`config.mk`:
```
export PLATFORM = sky130hd
export DESIGN_NAME = bubble_fastinit_seq
export DESIGN_NICKNAME = d
export VERILOG_FILES = /design/src/rtl/bubble_fastinit_seq.sv
export SDC_FILE = /design/constraint.sdc
export NUM_CORES = 1
export LEC_CHECK = 0
export CORE_MARGIN = 1.5
export CORE_UTILIZATION = 37
export CTS_BUF_LIST = sky130_fd_sc_hd__clkbuf_16
export DETAILED_ROUTE_END_ITERATION = 8
export RECOVER_POWER = 100
export SKIP_CTS_REPAIR_TIMING = 1
export SLEW_MARGIN = 20
export SYNTH_ARGS = -nofsm -noshare
export SYNTH_HDL_FRONTEND = slang
export SYNTH_SLANG_ARGS = --single-unit
```
`constraint.sdc`:
```
create_clock -name clk -period 2.3 [get_ports clk]
set_input_delay 0.46 -clock clk [delete_from_list [all_inputs] [get_ports clk]]
set_output_delay 0.46 -clock clk [all_outputs]
set_load 0.1 [all_outputs]
```
`src/rtl/bubble_fastinit_seq.sv`:
```
module bubble_fastinit_seq #(
  parameter int MAP_BITS   = 320,
  parameter int GOOD_LOOPS = 272,
  parameter int NPARAM     = 5,
  parameter logic [8*NPARAM-1:0] PARAM_TABLE = {8'h8C, 8'h40, 8'h01, 8'h20, 8'h10}
) (
  input  logic       clk,
  input  logic       rst_n,
  input  logic       start_i,
  input  logic       ctrl_ready_i,
  output logic [3:0] cmd_code_o,
  output logic [7:0] cmd_data_o,
  output logic       cmd_valid_o,
  output logic [5:0] rom_addr_o,
  input  logic [7:0] rom_data_i,
  output logic       boot_data_o,
  output logic       boot_en_o,
  output logic       busy_o,
  output logic       done_o,
  output logic       err_o
);
  localparam int NBYTES = MAP_BITS / 8;
  localparam int NSTEP  = NPARAM + 3;
  localparam int SW     = $clog2(NSTEP);
  localparam int CW     = $clog2(MAP_BITS + 1);

  typedef enum logic [2:0] {S_IDLE, S_ISSUE, S_WAIT, S_REQ, S_CAP, S_SHIFT} st_t;
  st_t st;

  logic [SW-1:0] step;
  logic [5:0]    addr;
  logic [7:0]    sh;
  logic [2:0]    bitc;
  logic [CW-1:0] cnt;
  logic [CW-1:0] cnt_nxt;
  logic          done_r, err_r;

  assign cnt_nxt     = cnt + CW'(sh[0]);
  assign cmd_valid_o = (st == S_ISSUE);
  assign boot_en_o   = (st == S_SHIFT);
  assign boot_data_o = boot_en_o & sh[0];
  assign rom_addr_o  = addr;
  assign busy_o      = (st != S_IDLE);
  assign done_o      = done_r;
  assign err_o       = err_r;

  always_comb begin
    cmd_data_o = 8'h00;
    if (step == '0)
      cmd_code_o = 4'h1;
    else if (step == SW'(1))
      cmd_code_o = 4'h2;
    else if (step == SW'(NSTEP - 1))
      cmd_code_o = 4'h4;
    else begin
      cmd_code_o = 4'h3;
      cmd_data_o = PARAM_TABLE[8*(int'(step) - 2) +: 8];
    end
  end

  always_ff @(posedge clk) begin
    if (!rst_n) begin
      st     <= S_IDLE;
      step   <= '0;
      addr   <= '0;
      sh     <= '0;
      bitc   <= '0;
      cnt    <= '0;
      done_r <= 1'b0;
      err_r  <= 1'b0;
    end else begin
      done_r <= 1'b0;
      case (st)
        S_IDLE:
          if (start_i) begin
            err_r <= 1'b0;
            step  <= '0;
            st    <= S_ISSUE;
          end
        S_ISSUE: st <= S_WAIT;
        S_WAIT:
          if (ctrl_ready_i) begin
            if (step == SW'(NSTEP - 1)) begin
              addr <= '0;
              cnt  <= '0;
              st   <= S_REQ;
            end else begin
              step <= step + SW'(1);
              st   <= S_ISSUE;
            end
          end
        S_REQ: st <= S_CAP;
        S_CAP: begin
          sh   <= rom_data_i;
          bitc <= '0;
          st   <= S_SHIFT;
        end
        S_SHIFT: begin
          sh   <= sh >> 1;
          cnt  <= cnt_nxt;
          bitc <= bitc + 3'd1;
          if (bitc == 3'd7) begin
            if (addr == 6'(NBYTES - 1)) begin
              st     <= S_IDLE;
              done_r <= (cnt_nxt == CW'(GOOD_LOOPS));
              err_r  <= (cnt_nxt != CW'(GOOD_LOOPS));
            end else begin
              addr <= addr + 6'd1;
              st   <= S_REQ;
            end
          end
        end
        default: st <= S_IDLE;
      endcase
    end
  end
endmodule


```
==> results.txt <==
----------------------------------------------------
[Outcome]
  Status ... complete, no violations

[Setup path]
  End of the worst register-to-register path ... rom_addr_o[4]$_SDFFE_PN0P_
  Required time at the endpoint of the critical path ... roughly 1.8 ns
  Endpoint class of the critical path ... output port
  Launch instance of the worst register-to-register path ... step[1]$_SDFFE_PN0P_
  CP arrival ... about 1.8 ns
  Depth of the most critical reg-to-reg path ... 9
  Worst Setup Path Type ... reg2out
  Startpoint kind of the worst setup timing path ... flip-flop
  Maximum fanout along the worst path ... 4
  Internal reg-to-reg setup slack ... roughly 0.37 ns
  Setup crit start ... step[1]$_SDFFE_PN0P_

[Yosys]
  Share of synthesized flip-flops with an asynchronous set or reset ... 0
  Netlist Area Pre-Place ... around 2100 µm²
  Post-synth EDFFs ... 0
  Average size of a mapped cell ... about 8.4 µm²
  Count of unique library cells instantiated by Yosys ... 50
  Most instantiated library cell after synthesis ... dfxtp_1
  Post-synth top area share ... 0.3250
  Top area cells in the synthesized netlist ... dfxtp_1, ha_1, mux2i_1
  Top flip-flop cell by instance count after synthesis ... dfxtp_1
  Post-synthesis cell count ... ~250
  Number of warnings issued by yosys ... 0
  Most area-hungry cell type in the Yosys netlist ... dfxtp_1
  Fraction of the yosys area taken by sequential cells ... 0.3250
  Flip-flop and latch count after synthesis ... 34
  Most numerous cell types in the synthesized netlist ... dfxtp_1, nand2_1, nor2_1

[Routing]
  Top layer reached by signal wires ... met4
  Drt first-iter violations ... 54
  Via density per instance ... roughly 5
  Overall via count from detail_route ... 1,850
  DRC violation count after routing ... 0
  Total length of routed met3 wires ... 194 µm
  First-pass iteration count of the detailed router ... 4
  Met2 wirelength from detailed routing ... between 2 and 2.5 mm
  Detailed-route wire length on metal 1 ... about 2.2 mm
  Number of nets still failing antenna checks after routing ... 0
  Routed wire per std cell ... approximately 13 µm
  Post-detailed-routing wire length ... 4.609 mm

[Placed design]
  Number of cells after detailed placement ... 345
  Number of port buffers ... 33
  Detailed Place HPWL ... 3.289 mm
  Global placement routability congestion ... 0.8000

[Timing]
  Period utilisation layout ... 0.9957
  Total Negative Setup Slacks ... 0 ns
  RSZ-0062 raised after global routing ... yes
  Count of final setup violators ... 0
  Maximum clock frequency ... about 440 MHz
  Number of max-slew violations in the final report ... 0
  Hold slack final ... between 0.4 and 0.5 ns
  Setup clock skew after layout ... between 0.004 and 0.005 ns
  Final critical delay including setup and external delays ... 2.290 ns
  Rel. slew slack ... 0.2284
  Fin. Hold Viols ... 0
  Worst-Margin Slew ... 1.162 ns

[Pwr]
  Switch share ... 0.2591
  Sequential share of power ... 0.396
  Leakage power total ... 0.001247 µW
  Net switching power ... ~400 µW
  Combinational cell fraction of total power ... 0.156
  Total power per unit cell area ... roughly 530 nW/µm²
  Clock power share ... 0.448
  Post-route total power ... approximately 1600 µW
  Internal power ... between 1000 and 1500 µW
  Worst ir drop on vdd ... ~0.00028 V

[CTS]
  Largest buffer count on any clock path ... 2
  # clock sinks ... 34
  Cts bufs inserted ... 5
  Clock transition at the register clock pins on the worst setup and hold paths after CTS ... roughly 0.05 ns
  Worst skew pair latency ... 0.27 ns
  Root cell of the clock tree ... clkbuf_16
  Number of levels in the clock H-tree ... 2
  TritonCTS clock tree ... built

[Floorplan]
  Floorplan Core Area ... roughly 5500 µm²
  Starting density of the core ... 0.3827
  Top-level I/O count ... 36
  Vertical die dimension ... ~78 µm
  Standard-cell row count ... 27
  Overall die area ... ~6100 µm²
  Horiz. Die Dim ... roughly 78 µm

[Cells and area]
  Non-filler instance count after layout ... 360
  Area added between synthesis and finish ... 39.84%
  Share of cells above drive strength 1 ... 0.2396
  Number of filler cells placed in the layout ... about 510
  Final core utilization ... 0.5352
  Ant. Diodes ... 0
  Number of nets in the layout ... roughly 310

[Hold path]
  Launch point of the worst hold path ... sh[5]$_SDFFE_PN0P_
  Worst Hold Path Cells ... 1
  Hold-critical path endpoint ... sh[5]$_SDFFE_PN0P_
  Hold Crit Class ... reg2reg

[Global routing]
  Grt total ovfl ... 0
  Via count of the first global-routing pass ... between 1,500 and 2,000
  Initial antenna violation count ... 0
  Gr usage total ... 0.1564
  Largest net degree at the start of global routing ... 26
  Wire length of the first global-routing pass ... ~7.6 mm

[Run]
  Max-cap violations ... 0

----------------------------------------------------
[layout by cell type, fill, tap and decap left out, types with 8 or more instances in the layout]
cell type and n:
nor2_1 12, mux2i_1 10, nor2b_1 10, clkdlybuf4s50_1 10, buf_12 15, inv_1 9, and2_1 8, o21ai_0 14
dfxtp_1 28, nand2_1 23, nand3_1 8, o211a_1 8, a21oi_1 14, buf_4 11
[metrics by stage]
stage | setup WS [ns] | cell area [µm²]
after floorplan | -0.5238 | 2216
after global placement | 0.1706 | 2708
after detailed placement | 0.1329 | 2708
after CTS | -0.1630 | 2865
after global routing | -0.06198 | 2929
final | 0.009835 | 2929
[flip-flops by register name (all words and copies together), names as in the netlist]
register and count:
st 3, err_o 1, done_o 1, step 3
sh 8, cnt 9, rom_addr_o 6, bitc 3
[how the worst max path moves through the flow]
stage	to	slack, ns	cells past startpoint
2_1_floorplan	cmd_data_o[3]	-0.52	4
3_3_place_gp	cmd_data_o[0]	0.17	8
3_5_place_dp	cmd_data_o[0]	0.13	8
4_1_cts	cmd_data_o[0]	-0.16	8
5_1_grt	cmd_data_o[0]	-0.06	8
6_report	cmd_data_o[6]	0.01	7
[critical path: stages (launching register included)]
cell and delay [ns]:
dfxtp_4 0.35, buf_6 0.12, ha_4 0.16, ha_4 0.19
nor2_4 0.12, nand2_2 0.08, nor4_4 0.32, buf_12 0.21
[metal layers]
layer  global-route usage  vias to the layer above
met5                    0                        -
met4              0.05893                        0
met3              0.03953                        5
met2               0.2661                       31
met1               0.1890                      841
li1                     -                      973
[cells by family after synthesis]
group                      synth area share
other                              0.001790
xor gates and xnor gates            0.02091
adders and majority gates           0.07168
AOI/OAI and AO/OA                    0.2115
DFF                                  0.3250
and+or+nand+nor                      0.2497
muxes                               0.05317
buffers and inverters               0.06630
[power by group through the flow]
stage                     clock network (µW)  registers, µW  logic (µW)
after floorplan                            0            619         186
after global placement                     0            631         244
after detailed placement                   0            631         246
after CTS                                720            619         246
after global routing                     747            620         260
final                                    700            618         244
[layout make-up]
class,instances,area (µm²),area share
clock buffer,6,150.1,0.05126
inverter,10,37.54,0.01282
clock inverter,2,7.507,0.002563
multi-input combinational,188,1398,0.4771
tap,72,90.09,0.03076
sequential,34,693.2,0.2367
timing repair buffer,48,553.0,0.1888
Power figures use the tool's default switching activity.
